`src/rtl/l1c_pkg.sv`:
```
package l1c_pkg;
  typedef enum logic [2:0] {
    S_EMPTY,
    S_VALID,
    S_MISS_HOLD,
    S_MISS_WAIT,
    S_MISS_RETRY,
    S_ZOMBIE,
    S_WR_WAIT_V,
    S_WR_WAIT_E
  } ctl_state_e;

  localparam logic [1:0] CIN_UPDATE = 2'd0;
  localparam logic [1:0] CIN_MINVAL = 2'd1;
  localparam logic [1:0] CIN_BINVAL = 2'd2;

  localparam logic KIND_READ    = 1'b0;
  localparam logic KIND_WRITE   = 1'b1;
  localparam logic KIND_CLEANUP = 1'b0;
  localparam logic KIND_UPDACK  = 1'b1;
endpackage

```
`src/rtl/l1c_id_hold.sv`:
```
module l1c_id_hold #(
  parameter int ID_W = 3
) (
  input  logic            clk,
  input  logic            rst_n,
  input  logic [ID_W-1:0] cfg_id,
  output logic [ID_W-1:0] my_id
);
  always_ff @(posedge clk) begin
    if (!rst_n) my_id <= cfg_id;
  end
endmodule

```
`src/rtl/l1c_msg_decode.sv`:
```
module l1c_msg_decode
  import l1c_pkg::*;
#(
  parameter int ADDR_W = 16,
  parameter int ID_W   = 3
) (
  input  logic [ID_W-1:0]   my_id,
  input  logic [1:0]        cin_kind,
  input  logic [ADDR_W-1:0] cin_addr,
  input  logic [ID_W-1:0]   cin_dest,
  input  logic [ID_W-1:0]   drsp_dest,
  input  logic [ID_W-1:0]   ack_dest,
  input  logic [ADDR_W-1:0] cached_addr,
  input  logic [ADDR_W-1:0] saved_addr,
  output logic              upd_mine,
  output logic              inv_hit_cached,
  output logic              inv_hit_saved,
  output logic              drsp_mine,
  output logic              ack_mine
);
  logic directed_mine;
  logic inv_any;

  always_comb begin
    directed_mine  = (cin_dest == my_id);
    upd_mine       = (cin_kind == CIN_UPDATE) && directed_mine;
    inv_any        = ((cin_kind == CIN_MINVAL) && directed_mine) ||
                     (cin_kind == CIN_BINVAL);
    inv_hit_cached = inv_any && (cin_addr == cached_addr);
    inv_hit_saved  = inv_any && (cin_addr == saved_addr);
    drsp_mine      = (drsp_dest == my_id);
    ack_mine       = (ack_dest == my_id);
  end
endmodule

```
`src/rtl/l1c_out_slot.sv`:
```
module l1c_out_slot #(
  parameter int W = 8
) (
  input  logic         clk,
  input  logic         rst_n,
  input  logic         load,
  input  logic [W-1:0] load_data,
  output logic         out_valid,
  input  logic         out_ready,
  output logic [W-1:0] out_data,
  output logic         free
);
  always_ff @(posedge clk or negedge rst_n) begin
    if (!rst_n) begin
      out_valid <= 1'b0;
      out_data  <= '0;
    end else if (load) begin
      out_valid <= 1'b1;
      out_data  <= load_data;
    end else if (out_valid && out_ready) begin
      out_valid <= 1'b0;
    end
  end

  assign free = !out_valid;

  // a held message keeps its valid and its fields until taken
  a_r10_slot_hold: assert property (@(posedge clk) disable iff (!rst_n)
    (out_valid && !out_ready) |=> (out_valid && $stable(out_data)));

  // the controller never loads over a message still waiting
  a_r10_no_overwrite: assert property (@(posedge clk) disable iff (!rst_n)
    load |-> !out_valid);
endmodule

```
`src/rtl/l1c_ctrl_fsm.sv`:
```
module l1c_ctrl_fsm
  import l1c_pkg::*;
#(
  parameter int ADDR_W = 16,
  localparam int SLOT_W = ADDR_W + 1
) (
  input  logic              clk,
  input  logic              rst_n,
  input  logic              cpu_req_valid,
  output logic              cpu_req_ready,
  input  logic              cpu_req_write,
  input  logic [ADDR_W-1:0] cpu_req_addr,
  output logic              cpu_rsp_valid,
  input  logic              cpu_rsp_ready,
  output logic              cpu_rsp_write,
  input  logic              drsp_valid,
  input  logic              drsp_write,
  input  logic              drsp_mine,
  input  logic              cin_valid,
  output logic              cin_ready,
  input  logic [ADDR_W-1:0] cin_addr,
  input  logic              upd_mine,
  input  logic              inv_hit_cached,
  input  logic              inv_hit_saved,
  input  logic              ack_valid,
  input  logic              ack_mine,
  input  logic              dreq_free,
  input  logic              cpr_free,
  output logic              dreq_load,
  output logic [SLOT_W-1:0] dreq_load_data,
  output logic              cpr_load,
  output logic [SLOT_W-1:0] cpr_load_data,
  output logic [ADDR_W-1:0] cached_addr,
  output logic [ADDR_W-1:0] saved_addr
);
  ctl_state_e        state_q, state_d;
  logic [ADDR_W-1:0] cached_d, saved_d;
  logic              pend_q, set_pend;
  logic              rsp_valid_q, rsp_write_q, rsp_set, rsp_wr;
  logic              cpu_fire, cin_fire, drsp_fire, ack_fire;

  assign cpu_rsp_valid = rsp_valid_q;
  assign cpu_rsp_write = rsp_write_q;

  always_comb begin
    cpu_req_ready = ((state_q == S_EMPTY) || (state_q == S_VALID)) &&
                    !rsp_valid_q && dreq_free && cpr_free &&
                    !cin_valid && !drsp_valid;
    cin_ready     = cpr_free && !drsp_valid;
    cpu_fire      = cpu_req_valid && cpu_req_ready;
    cin_fire      = cin_valid && cin_ready;
    drsp_fire     = drsp_valid && drsp_mine;
    ack_fire      = ack_valid && ack_mine;
  end

  always_comb begin
    state_d        = state_q;
    cached_d       = cached_addr;
    saved_d        = saved_addr;
    dreq_load      = 1'b0;
    dreq_load_data = '0;
    cpr_load       = 1'b0;
    cpr_load_data  = '0;
    set_pend       = 1'b0;
    rsp_set        = 1'b0;
    rsp_wr         = 1'b0;

    // coherence requests
    if (cin_fire) begin
      if (upd_mine) begin
        cpr_load      = 1'b1;
        cpr_load_data = {KIND_UPDACK, cin_addr};
      end else begin
        unique case (state_q)
          S_VALID, S_WR_WAIT_V: begin
            if (inv_hit_cached) begin
              cpr_load      = 1'b1;
              cpr_load_data = {KIND_CLEANUP, cached_addr};
              set_pend      = 1'b1;
              state_d       = (state_q == S_VALID) ? S_ZOMBIE : S_WR_WAIT_E;
            end
          end
          S_MISS_WAIT: begin
            if (inv_hit_saved) begin
              cpr_load      = 1'b1;
              cpr_load_data = {KIND_CLEANUP, saved_addr};
              set_pend      = 1'b1;
              state_d       = S_MISS_RETRY;
            end
          end
          default: ;
        endcase
      end
    end

    // data responses
    if (drsp_fire) begin
      if (drsp_write == KIND_READ) begin
        if (state_q == S_MISS_WAIT) begin
          state_d  = S_VALID;
          cached_d = saved_addr;
          rsp_set  = 1'b1;
          rsp_wr   = 1'b0;
        end else if (state_q == S_MISS_RETRY) begin
          state_d = S_MISS_HOLD;
        end
      end else begin
        if (state_q == S_WR_WAIT_V) begin
          state_d = S_VALID;
          rsp_set = 1'b1;
          rsp_wr  = 1'b1;
        end else if (state_q == S_WR_WAIT_E) begin
          state_d = S_EMPTY;
          rsp_set = 1'b1;
          rsp_wr  = 1'b1;
        end
      end
    end

    // cleanup acknowledgement closes a zombie line
    if (ack_fire && (state_q == S_ZOMBIE)) state_d = S_EMPTY;

    // re-issue or first issue of a read once no cleanup is in flight
    if ((state_q == S_MISS_HOLD) && !pend_q && dreq_free) begin
      dreq_load      = 1'b1;
      dreq_load_data = {KIND_READ, saved_addr};
      state_d        = S_MISS_WAIT;
    end

    // processor requests
    if (cpu_fire) begin
      if (cpu_req_write) begin
        dreq_load      = 1'b1;
        dreq_load_data = {KIND_WRITE, cpu_req_addr};
        state_d        = (state_q == S_VALID) ? S_WR_WAIT_V : S_WR_WAIT_E;
      end else if ((state_q == S_VALID) && (cpu_req_addr == cached_addr)) begin
        rsp_set = 1'b1;
        rsp_wr  = 1'b0;
      end else begin
        if (state_q == S_VALID) begin
          cpr_load      = 1'b1;
          cpr_load_data = {KIND_CLEANUP, cached_addr};
          set_pend      = 1'b1;
        end
        saved_d = cpu_req_addr;
        state_d = S_MISS_HOLD;
      end
    end
  end

  always_ff @(posedge clk or negedge rst_n) begin
    if (!rst_n) begin
      state_q     <= S_EMPTY;
      cached_addr <= '0;
      saved_addr  <= '0;
    end else begin
      state_q     <= state_d;
      cached_addr <= cached_d;
      saved_addr  <= saved_d;
    end
  end

  always_ff @(posedge clk or negedge rst_n) begin
    if (!rst_n)        pend_q <= 1'b0;
    else if (set_pend) pend_q <= 1'b1;
    else if (ack_fire) pend_q <= 1'b0;
  end

  always_ff @(posedge clk or negedge rst_n) begin
    if (!rst_n) begin
      rsp_valid_q <= 1'b0;
      rsp_write_q <= 1'b0;
    end else if (rsp_set) begin
      rsp_valid_q <= 1'b1;
      rsp_write_q <= rsp_wr;
    end else if (rsp_valid_q && cpu_rsp_ready) begin
      rsp_valid_q <= 1'b0;
    end
  end

  // no read leaves while a cleanup is unacknowledged
  a_r3_read_after_ack: assert property (@(posedge clk) disable iff (!rst_n)
    (dreq_load && (dreq_load_data[SLOT_W-1] == KIND_READ)) |-> !pend_q);

  // a valid line never coexists with an outstanding cleanup
  a_r2_valid_clean: assert property (@(posedge clk) disable iff (!rst_n)
    (state_q == S_VALID) |-> !pend_q);

  // a dropped line always waits for its acknowledgement
  a_r5_zombie_pending: assert property (@(posedge clk) disable iff (!rst_n)
    (state_q == S_ZOMBIE) |-> pend_q);

  // an accepted request closes the port on the next cycle
  a_r9_single_outstanding: assert property (@(posedge clk) disable iff (!rst_n)
    cpu_fire |=> !cpu_req_ready);

  // the processor response waits for its ready
  a_r10_rsp_hold: assert property (@(posedge clk) disable iff (!rst_n)
    (cpu_rsp_valid && !cpu_rsp_ready) |=> (cpu_rsp_valid && $stable(cpu_rsp_write)));
endmodule

```
`src/rtl/l1_line_ctrl.sv`:
```
module l1_line_ctrl
  import l1c_pkg::*;
#(
  parameter int ADDR_W = 16,
  parameter int ID_W   = 3
) (
  input  logic              clk,
  input  logic              rst_n,
  input  logic [ID_W-1:0]   cfg_id,
  input  logic              cpu_req_valid,
  output logic              cpu_req_ready,
  input  logic              cpu_req_write,
  input  logic [ADDR_W-1:0] cpu_req_addr,
  output logic              cpu_rsp_valid,
  input  logic              cpu_rsp_ready,
  output logic              cpu_rsp_write,
  output logic              dreq_valid,
  input  logic              dreq_ready,
  output logic              dreq_write,
  output logic [ADDR_W-1:0] dreq_addr,
  output logic [ID_W-1:0]   dreq_src,
  input  logic              drsp_valid,
  output logic              drsp_ready,
  input  logic              drsp_write,
  input  logic [ID_W-1:0]   drsp_dest,
  input  logic              cin_valid,
  output logic              cin_ready,
  input  logic [1:0]        cin_kind,
  input  logic [ADDR_W-1:0] cin_addr,
  input  logic [ID_W-1:0]   cin_dest,
  output logic              cpr_valid,
  input  logic              cpr_ready,
  output logic              cpr_upd_ack,
  output logic [ADDR_W-1:0] cpr_addr,
  output logic [ID_W-1:0]   cpr_src,
  input  logic              ack_valid,
  output logic              ack_ready,
  input  logic [ID_W-1:0]   ack_dest
);
  localparam int SLOT_W = ADDR_W + 1;

  logic [ID_W-1:0]   my_id;
  logic [ADDR_W-1:0] cached_addr, saved_addr;
  logic              upd_mine, inv_hit_cached, inv_hit_saved, drsp_mine, ack_mine;
  logic              dreq_free, cpr_free, dreq_load, cpr_load;
  logic [SLOT_W-1:0] dreq_load_data, cpr_load_data, dreq_slot, cpr_slot;

  assign drsp_ready = 1'b1;
  assign ack_ready  = 1'b1;

  l1c_id_hold #(.ID_W(ID_W)) u_id (
    .clk    (clk),
    .rst_n  (rst_n),
    .cfg_id (cfg_id),
    .my_id  (my_id)
  );

  l1c_msg_decode #(.ADDR_W(ADDR_W), .ID_W(ID_W)) u_dec (
    .my_id          (my_id),
    .cin_kind       (cin_kind),
    .cin_addr       (cin_addr),
    .cin_dest       (cin_dest),
    .drsp_dest      (drsp_dest),
    .ack_dest       (ack_dest),
    .cached_addr    (cached_addr),
    .saved_addr     (saved_addr),
    .upd_mine       (upd_mine),
    .inv_hit_cached (inv_hit_cached),
    .inv_hit_saved  (inv_hit_saved),
    .drsp_mine      (drsp_mine),
    .ack_mine       (ack_mine)
  );

  l1c_ctrl_fsm #(.ADDR_W(ADDR_W)) u_fsm (
    .clk            (clk),
    .rst_n          (rst_n),
    .cpu_req_valid  (cpu_req_valid),
    .cpu_req_ready  (cpu_req_ready),
    .cpu_req_write  (cpu_req_write),
    .cpu_req_addr   (cpu_req_addr),
    .cpu_rsp_valid  (cpu_rsp_valid),
    .cpu_rsp_ready  (cpu_rsp_ready),
    .cpu_rsp_write  (cpu_rsp_write),
    .drsp_valid     (drsp_valid),
    .drsp_write     (drsp_write),
    .drsp_mine      (drsp_mine),
    .cin_valid      (cin_valid),
    .cin_ready      (cin_ready),
    .cin_addr       (cin_addr),
    .upd_mine       (upd_mine),
    .inv_hit_cached (inv_hit_cached),
    .inv_hit_saved  (inv_hit_saved),
    .ack_valid      (ack_valid),
    .ack_mine       (ack_mine),
    .dreq_free      (dreq_free),
    .cpr_free       (cpr_free),
    .dreq_load      (dreq_load),
    .dreq_load_data (dreq_load_data),
    .cpr_load       (cpr_load),
    .cpr_load_data  (cpr_load_data),
    .cached_addr    (cached_addr),
    .saved_addr     (saved_addr)
  );

  l1c_out_slot #(.W(SLOT_W)) u_dreq_slot (
    .clk       (clk),
    .rst_n     (rst_n),
    .load      (dreq_load),
    .load_data (dreq_load_data),
    .out_valid (dreq_valid),
    .out_ready (dreq_ready),
    .out_data  (dreq_slot),
    .free      (dreq_free)
  );

  l1c_out_slot #(.W(SLOT_W)) u_cpr_slot (
    .clk       (clk),
    .rst_n     (rst_n),
    .load      (cpr_load),
    .load_data (cpr_load_data),
    .out_valid (cpr_valid),
    .out_ready (cpr_ready),
    .out_data  (cpr_slot),
    .free      (cpr_free)
  );

  assign dreq_write  = dreq_slot[SLOT_W-1];
  assign dreq_addr   = dreq_slot[ADDR_W-1:0];
  assign dreq_src    = my_id;
  assign cpr_upd_ack = cpr_slot[SLOT_W-1];
  assign cpr_addr    = cpr_slot[ADDR_W-1:0];
  assign cpr_src     = my_id;

  // the stamped id does not follow cfg_id after reset
  a_r11_id_fixed: assert property (@(posedge clk) disable iff (!rst_n)
    $stable(dreq_src) && $stable(cpr_src));
endmodule

```
`config.mk`:
```
export PLATFORM = sky130hd
export DESIGN_NAME = l1_line_ctrl
export DESIGN_NICKNAME = d
export VERILOG_FILES = /design/src/rtl/l1c_pkg.sv /design/src/rtl/l1c_id_hold.sv /design/src/rtl/l1c_msg_decode.sv /design/src/rtl/l1c_out_slot.sv /design/src/rtl/l1c_ctrl_fsm.sv /design/src/rtl/l1_line_ctrl.sv
export SDC_FILE = /design/constraint.sdc
export NUM_CORES = 1
export LEC_CHECK = 0
export ABC_AREA = 1
export BUFFER_PORTS_ARGS = -buffer_cell sky130_fd_sc_hd__buf_2
export CAP_MARGIN = 15
export CORE_MARGIN = 2
export CORE_UTILIZATION = 55
export DETAILED_ROUTE_END_ITERATION = 10
export GPL_ROUTABILITY_DRIVEN = 0
export HOLD_SLACK_MARGIN = 0.03
export PLACE_DENSITY = 0.78
export SLEW_MARGIN = 20
export SYNTH_ARGS = -nofsm -noshare
export SYNTH_HDL_FRONTEND = slang
export SYNTH_SLANG_ARGS = --single-unit
```
`constraint.sdc`:
```
create_clock -name clk -period 2.9 [get_ports clk]
set_clock_uncertainty 0.15 [all_clocks]
set_input_delay 0.435 -clock clk [delete_from_list [all_inputs] [get_ports clk]]
set_output_delay 0.435 -clock clk [all_outputs]
set_load 0.02 [all_outputs]
```
==> impl_metrics.csv, run 1 <==
group,metric,value,unit
outcome,status,"finished, final reports clean",
timing,hold_ws,0.0831,ns
drt,routed_wl,13500,um
drt,remaining_drc_errors,0,
synthesis,synth_area_leader_cell,"dfrtp_1",
worst_setup_path,worst_setup_path_start_kind,"flip-flop",
final_layout,area_growth,16.5,%
power,clockPowerShare,17.3,%
placed_design,post_dp_cell_area,0.00537,mm2
timing,min_period,2.50,ns
synthesis,syn_area_per_cell,7.11,um2
power,power_density,883,mW/mm2
synthesis,yosysWarnings,0,
synthesis,synth-seq-cells,77,
floorplan,start_util,55.7,%
power,power.switching,2.21,mW
drt,firstDrtPassIters,6,
final_layout,diodes,0,
final_layout,design_area,0.00558,mm2
timing,max_slew.worst_pin.slew,0.708,ns
synthesis,synth.yosys.seq_area_share,40.6,%
synthesis,yosysUniqueCellTypes,44,
job,cap_violations,0,
final_layout,layout.cells.non_filler,887,
floorplan,coreArea,0.00859,mm2
global_route,grt.total_usage,29.4,%
floorplan,io_pins,105,
power,power.internal,2.71,mW
worst_setup_path,worstSetupEndpointType,"flip-flop",
synthesis,synth_area_leaders,"dfrtp_1 (39%), nand2_1 (14%), inv_1 (8.1%), nor2_1 (6.3%), o21ai_0 (5.0%)",
worst_setup_path,crit_arrival,2.62,ns
timing,setup_violations,0,
floorplan,placement_rows,34,
placed_design,io_buffer_count,102,
clocking,clock_latency,0.37,ns
final_layout,utilization,64.9,%
timing,rsz0062_at_grt,"false",
global_route,grt_max_degree,55,
placed_design,dp_hpwl,10200,um
placed_design,dp_cells,870,
timing,finalMaxSlewViolations,0,
global_route,grt.overflow.total,0,
final_layout,drive_above_1_share,19.3,%
min_path,hp-class,"in -> reg",
synthesis,netlist_area,0.00479,mm2
timing,relSlewSlack,52.8,%
power,comb_power_share,43.8,%
clocking,cts-root-buf,"clkbuf_8",
clocking,postCtsResizedCells,0,
timing,finalHoldViolations,0,
worst_setup_path,crit_type,"reg -> reg",
worst_setup_path,cp_max_fo,32,
drt,dr_total_vias,4893,
clocking,clockBufferDepth,2,
clocking,cts_sinks,77,
floorplan,die_w,97.3,um
clocking,htree_num_levels,3,
worst_setup_path,cp.required,3.02,ns
timing,max_freq,400,MHz
synthesis,synth_cells,673,
power,seqPwrFrac,38.9,%
power,peakVddDrop,0.501,mV
floorplan,fp.dieH,97.3,um
global_route,antenna_found_initial,0,
drt,via_per_inst,5.52,
clocking,numCtsBuffers,9,
global_route,grt_pass1_wl,22300,um
drt,ant_nets,0,
clocking,tritoncts,"done",
power,swShare,44.9,%
timing,fin_crit_sh,86.3,%
power,cellLeakagePower,2.96,nW
floorplan,die_area,0.00947,mm2
drt,drt-wirelength-per-cell,15.2,um
synthesis,yosysTopAreaCellShare,38.7,%
timing,setup_tns,0,ns
drt,drt_iter0_drc,341,
clocking,path_clk_slew,0.09,ns
global_route,grt_pass1_vias,4640,
final_layout,layout.nets,831,
[path summary, 6_finish.rpt]
kind                       slack, ns               startpoint  depth (start not counted)                       to
setup / recovery                0.40         u_fsm.state_q[2]                          9  u_cpr_slot.out_data[15]
hold / removal                  0.08            cpu_rsp_ready                          2      u_fsm.cpu_rsp_valid
setup reg to reg                0.40         u_fsm.state_q[2]                          9  u_cpr_slot.out_data[15]
hold reg to reg                 0.34  u_dreq_slot.out_data[4]                          2  u_dreq_slot.out_data[4]
max in group asynchronous       1.25                    rst_n                          3     u_fsm.saved_addr[12]
min in group asynchronous       0.35                    rst_n                          2     u_cpr_slot.out_valid
[routing by layer]
layer	vias to the layer above	part of all wire, %	GRT usage, %
met2	243	47	47.7
li1	2334	-	-
met1	2288	43	40.0
met5	-	0	0
met3	28	9.3	6.40
met4	0	1.7	8.76
[layout make-up]
type | count | area (um2)
multi-input combinational | 467 | 2310
tap | 108 | 135
inverter | 108 | 408
fill | 780 | 3020
timing repair buffer | 111 | 583
clock inverter | 5 | 58.8
sequential | 77 | 1940
clock buffer | 11 | 141
[kinds of logic after synthesis]
family | share of synthesized area (%)
AO/OA/AOI/OAI | 13.4
XOR/XNOR | 4.76
buffers and inverters | 11.3
flip-flops | 40.6
other | 0.0783
AND/OR/NAND/NOR | 29.9
[stage by stage]
step | power, mW | setup WS, ns
after floorplan | 3.33 | 0.696
after global placement | 4.00 | 0.420
after detailed placement | 4.06 | 0.382
after CTS | 4.92 | 0.409
after global routing | 5.28 | 0.138
final | 4.92 | 0.398
[power groups by stage]
stage | combinational, mW | clock (mW) | sequential, mW
floorplan | 1.20 | 0 | 2.13
global placement | 2.09 | 0 | 1.91
detailed placement | 2.14 | 0 | 1.92
CTS | 2.15 | 0.863 | 1.90
global route | 2.40 | 0.910 | 1.97
finish | 2.16 | 0.853 | 1.91
[worst max-delay path, stage by stage (launching register included)]
cell and delay (ns):
dfrtp_1 0.51, nor3_4 0.33, nand4_1 0.14, nor2_1 0.12
nand3_1 0.11, nand3_1 0.20, nand3_4 0.34, or2_2 0.40
nand2_1 0.07, inv_1 0.04
[synth_stat cells, drive strengths merged]
master,instances
nand2,185
inv,108
nor2,83
dfrtp,74
o21ai,49
nand3,29
a21oi,20
o221ai,16
xnor2,16
buf,11
clkbuf,11
nor3,10
xor2,10
nand4,8
a31oi,7
o22ai,7
or2,7
o211ai,4
and2,3
edfxtp,3
a211oi,2
nor3b,2
nor4,2
and3,1
conb,1
nand2b,1
nand3b,1
nor2b,1
o2111ai,1
[cell usage in the layout (no fill, tap or decap), types with 2 or more instances in the layout]
cell	count
a211oi_1	2
inv_1	103
clkbuf_8	10
o22ai_1	7
nand4_1	8
dfrtp_1	74
nor4_1	2
nor3b_1	2
nand2_2	2
a31oi_1	7
nor3_2	2
buf_2	101
buf_4	9
edfxtp_1	3
nor2_1	80
inv_2	4
o221ai_1	16
and2_1	3
a21oi_1	19
clkinvlp_4	2
conb_1	2
o211ai_1	4
nand2_1	182
or2_2	7
o21ai_0	48
xnor2_1	16
nand3_1	27
xor2_1	10
nor2_2	2
nor3_1	7
[what timing repair did]
action	in CTS	in global routing
hold buffers	1	0
hold endpoints to repair	20	0
setup buffers	0	0
endpoints found under the setup margin	0	0
[registers in the layout, indices dropped and copies added (netlist names)]
signal,flops
u_id.my_id,3
u_cpr_slot.out_valid,1
u_fsm.cpu_rsp_write,1
u_dreq_slot.out_data,17
u_fsm.cpu_rsp_valid,1
u_fsm.state_q,3
u_fsm.pend_q,1
u_dreq_slot.out_valid,1
u_fsm.cached_addr,16
u_cpr_slot.out_data,17
u_fsm.saved_addr,16
Note: power is estimated with default switching activity, not from simulation.
==> run 2, diff against run 1 <==
Settings changed: RECOVER_POWER from default to 100.
==> run 2 against run 1 <==
Net effect: sequential power hardly changed; utilization is 0.95 points lower; design area is 1.5% lower; critical path depth is 5 higher; via count is 1.2% lower; combinational power is 4% lower; hold slack worse by 0.0031 ns; die area stayed put; maximum frequency is 2.6% lower; flip-flop and latch count stayed put; clock power is 0.6% higher; clock-buffer cell count stayed put; critical endpoint unchanged; largest cell class unchanged; highest routed layer unchanged.
==> impl_metrics.csv, run 2 (synthesis gave the netlist of run 1 again) <==
group,metric,value,unit
clocking,tritoncts,"done",
drt,ant_nets,0,
final_layout,area_growth,14.8,%
placed_design,dp_hpwl,10200,um
outcome,status,"finished, final reports clean",
final_layout,fillers,805,
timing,fin_crit_sh,88.6,%
worst_setup_path,crit_arrival,2.69,ns
clocking,clock_latency,0.37,ns
placed_design,io_buffer_count,102,
global_route,grt.total_usage,29.4,%
worst_setup_path,worst_setup_path_start_kind,"flip-flop",
clocking,path_clk_slew,0.09,ns
clocking,cts_sinks,77,
job,cap_violations,0,
worst_setup_path,cp.required,3.02,ns
final_layout,diodes,0,
timing,max_slew.worst_pin.slew,1.19,ns
clocking,clockBufferDepth,2,
power,power_density,883,mW/mm2
worst_setup_path,slowest_delay,0.49,ns
floorplan,die_area,0.00947,mm2
placed_design,dp_cells,870,
global_route,grt.overflow.total,0,
final_layout,design_area,0.00550,mm2
clocking,numCtsBuffers,9,
final_layout,utilization,63.9,%
floorplan,coreArea,0.00859,mm2
worst_setup_path,cp_max_fo,32,
drt,routed_wl,13500,um
global_route,grt_max_degree,55,
final_layout,layout.nets,831,
timing,rsz0062_at_grt,"false",
clocking,cts-root-buf,"clkbuf_8",
min_path,hp-class,"in -> reg",
timing,setup_violations,0,
timing,relSlewSlack,20.4,%
worst_setup_path,crit_type,"reg -> reg",
timing,finalHoldViolations,0,
final_layout,most-common-layout-cells,"nand2_1 (183), inv_1 (104), nor2_1 (81)",
drt,drt-wirelength-per-cell,15.2,um
drt,drt_iter0_drc,342,
floorplan,start_util,55.7,%
worst_setup_path,crit_slowest_cell,"dfrtp_1",
global_route,grt_pass1_vias,4640,
clocking,cts_setup_buffers,0,
timing,max_freq,389,MHz
final_layout,reg_top3,"u_cpr_slot.out_data (17), u_dreq_slot.out_data (17)",
drt,dr_total_vias,4835,
placed_design,post_dp_cell_area,0.00537,mm2
drt,firstDrtPassIters,5,
final_layout,drive_above_1_share,12.6,%
global_route,antenna_found_initial,0,
drt,remaining_drc_errors,0,
power,peakVddDrop,0.468,mV
floorplan,placement_rows,34,
timing,finalMaxSlewViolations,0,
drt,via_per_inst,5.45,
worst_setup_path,path_cells,"nor3_4 -> inv_2 -> nand2_2 -> nand3_2 -> nor2_4 -> nand2_4 -> o21ai_2 -> nand2_1 -> nand3_4 -> inv_4 -> nor2_1 -> nand2_1 -> nand2_1 -> inv_1",
final_layout,layout.cells.non_filler,887,
timing,min_period,2.57,ns
timing,setup_tns,0,ns
clocking,htree_num_levels,3,
floorplan,fp.dieH,97.3,um
power,cellLeakagePower,2.81,nW
global_route,grt_pass1_wl,22300,um
final_layout,final_common_cell,"nand2_1",
floorplan,io_pins,105,
worst_setup_path,worstSetupEndpointType,"flip-flop",
worst_setup_path,crit_top_cell,"nand2_1",
floorplan,die_w,97.3,um
run 2: changes by cell type in the layout (fill, tap and decap cells not counted), sizes merged:
| cell | change |
|---|---|
| buf | -50 |
| clkbuf | +50 |
run 2: area by class of cell:
type / count / area, um2 / area share, %
clock inverter: 5 / 58.8 / 1.07
timing repair buffer: 111 / 517 / 9.40
multi-input combinational: 467 / 2290 / 41.7
sequential: 77 / 1940 / 35.3
inverter: 108 / 408 / 7.42
clock buffer: 11 / 141 / 2.57
tap: 108 / 135 / 2.46
run 2: repair_timing:
item	4_1_cts	5_1_grt
setup endpoints to repair	0	0
resized for setup	0	0
hold buffers	1	0
hold endpoints to repair	20	0
run 2: path summary, 6_finish.rpt:
kind | startpoint | endpoint | slack [ns] | depth (start not counted)
hold / removal | cpu_rsp_ready | u_fsm.cpu_rsp_valid | 0.08 | 2
min in group asynchronous | rst_n | u_cpr_slot.out_data[10] | 0.69 | 2
setup / recovery | u_fsm.state_q[1] | u_cpr_slot.out_data[15] | 0.33 | 14
setup reg to reg | u_fsm.state_q[1] | u_cpr_slot.out_data[15] | 0.33 | 14
hold reg to reg | u_dreq_slot.out_data[16] | u_dreq_slot.out_data[16] | 0.34 | 2
max in group asynchronous | rst_n | u_fsm.saved_addr[12] | 0.43 | 3
run 2: worst max-delay path: cells and delay by family (launching register included):
kind / cells / cell delay, ns
buf+inv: 3 / 0.19
simple gates: 10 / 1.55
compound gates: 1 / 0.07
flops: 1 / 0.49
run 2: routing by layer:
layer,vias up,global-route usage [%],part of all wire [%]
met1,2251,40.0,42
met3,21,6.40,9.4
met4,0,8.76,1.6
met5,-,0,0
li1,2334,-,-
met2,229,47.7,46
run 2: per-stage QoR:
step,power (mW),setup WS [ns],hold slack (ns)
2_1_floorplan,3.33,0.696,-0.0106
3_3_place_gp,4.00,0.420,0.186
3_5_place_dp,4.06,0.382,0.195
4_1_cts,4.92,0.409,0.0767
5_1_grt,5.21,0.0850,0.0698
6_report,4.85,0.332,0.0801
run 2: where the power goes:
group          switching [mW]  internal (mW)
registers               0.386           1.53
clock network           0.434          0.423
logic                    1.39          0.685
==> run 3, diff against run 2 <==
Settings changed: CELL_PAD_IN_SITES_DETAIL_PLACEMENT from default to 0, CELL_PAD_IN_SITES_GLOBAL_PLACEMENT from default to 1, CORE_UTILIZATION 55 to 39, PLACE_DENSITY 0.78 to 0.77.
==> run 3 against run 2 <==
Net effect: maximum frequency decreased by 2.4%; sequential share of layout area decreased by 0.73 points; sequential power about the same; die area increased by 39%; hold slack improved by 0.039 ns; worst setup slack got worse by 0.063 ns; critical endpoint is now u_dreq_slot.out_data[4].
==> impl_metrics.csv, run 3 (synthesis gave the netlist of run 1 again) <==
group,metric,value,unit
drt,firstDrtPassIters,5,
timing,relSlewSlack,11.7,%
clocking,clockBufferDepth,2,
power,power_density,900,mW/mm2
clocking,hold_buffers,1,
power,report.power.total,5.05,mW
timing,finalMaxSlewViolations,0,
final_layout,diodes,0,
power,clockPowerShare,20.3,%
power,peakVddDrop,0.480,mV
power,swShare,44.6,%
clocking,htree_num_levels,3,
power,seqPwrFrac,37.9,%
drt,dr_total_vias,4708,
worst_setup_path,worst_setup_path_start_kind,"flip-flop",
clocking,numCtsBuffers,9,
floorplan,io_pins,105,
final_layout,drive_above_1_share,12.6,%
drt,remaining_drc_errors,0,
clocking,cts_sinks,77,
final_layout,area_growth,17.2,%
clocking,cts_setup_buffers,0,
outcome,status,"finished, final reports clean",
final_layout,utilization,46.7,%
timing,setup_tns,0,ns
floorplan,die_w,115,um
floorplan,placement_rows,40,
power,comb_power_share,41.7,%
clocking,postCtsResizedCells,0,
worst_setup_path,crit_type,"reg -> reg",
global_route,grt.overflow.total,0,
global_route,grt.total_usage,23.9,%
power,power.switching,2.25,mW
clocking,cts-root-buf,"clkbuf_16",
worst_setup_path,cp_max_fo,19,
global_route,antenna_found_initial,0,
clocking,tritoncts,"done",
final_layout,layout.nets,832,
clocking,path_clk_slew,0.06,ns
floorplan,coreArea,0.0120,mm2
timing,max_freq,380,MHz
timing,setup_violations,0,
timing,max_slew.worst_pin.slew,1.32,ns
drt,routed_wl,15000,um
floorplan,die_area,0.0132,mm2
timing,rsz0062_at_grt,"false",
placed_design,dp_hpwl,11400,um
worst_setup_path,cp.required,2.99,ns
drt,via_per_inst,5.08,
timing,finalHoldViolations,0,
worst_setup_path,worstSetupEndpointType,"flip-flop",
drt,drt-wirelength-per-cell,16.1,um
clocking,clock_latency,0.34,ns
power,power.internal,2.80,mW
placed_design,io_buffer_count,102,
final_layout,most-common-layout-cells,"nand2_1 (182), inv_1 (104), nor2_1 (80)",
worst_setup_path,crit_arrival,2.72,ns
power,cellLeakagePower,2.85,nW
timing,fin_crit_sh,90.7,%
global_route,grt_pass1_wl,24200,um
min_path,hp-class,"in -> reg",
timing,hold_ws,0.119,ns
drt,ant_nets,0,
final_layout,reg_top3,"u_cpr_slot.out_data (17), u_dreq_slot.out_data (17)",
drt,drt_iter0_drc,414,
timing,min_period,2.63,ns
final_layout,final_common_cell,"nand2_1",
job,cap_violations,0,
floorplan,start_util,39.9,%
floorplan,fp.dieH,115,um
global_route,grt_max_degree,34,
global_route,grt_pass1_vias,4604,
## run 3: through the flow
stage / area [um2] / setup slack [ns] / instances
2_1_floorplan: 4790 / 0.696 / 674
3_3_place_gp: 5420 / 0.388 / 910
3_5_place_dp: 5420 / 0.333 / 910
4_1_cts: 5690 / 0.386 / 927
5_1_grt: 5610 / 0.0578 / 927
6_report: 5610 / 0.268 / 927
## run 3: cell type report
class | instances | area (um2)
fill | 1256 | 6400
multi-input combinational | 467 | 2290
sequential | 77 | 1940
timing repair buffer | 112 | 523
inverter | 108 | 408
clock buffer | 11 | 233
tap | 147 | 184
clock inverter | 5 | 26.3
## run 3: power groups by stage
stage | clock, mW | combinational [mW] | sequential [mW]
floorplan | 0 | 1.20 | 2.13
global placement | 0 | 2.17 | 1.92
detailed placement | 0 | 2.18 | 1.92
CTS | 1.05 | 2.20 | 1.91
global route | 1.09 | 2.37 | 1.98
finish | 1.03 | 2.11 | 1.92
## run 3: final timing paths
kind | from | to | slack [ns] | cells after the start
setup / recovery | u_fsm.state_q[1] | u_dreq_slot.out_data[4] | 0.27 | 10
hold / removal | cpu_rsp_ready | u_fsm.cpu_rsp_valid | 0.12 | 2
setup reg to reg | u_fsm.state_q[1] | u_dreq_slot.out_data[4] | 0.27 | 10
hold reg to reg | u_fsm.cpu_rsp_write | u_fsm.cpu_rsp_write | 0.32 | 2
max in group asynchronous | rst_n | u_dreq_slot.out_data[4] | 0.57 | 3
min in group asynchronous | rst_n | u_fsm.cpu_rsp_valid | 0.44 | 2
## run 3: worst max-delay path, cell delays in order, from the launching register on
cell	delay [ns]
dfrtp_1	0.51
inv_1	0.16
nand3_1	0.12
nor3_1	0.06
nand2_1	0.15
nor2_1	0.07
inv_1	0.60
nand2_1	0.14
inv_2	0.37
nand2_1	0.11
o221ai_1	0.10
## run 3: routing by layer
layer | share of wire, % | global-route usage [%] | routed length (um)
met1 | 46 | 33.6 | 6870
met2 | 45 | 36.9 | 6740
met3 | 7.3 | 4.59 | 1100
met4 | 1.8 | 9.00 | 262
met5 | 0 | 0 | 0
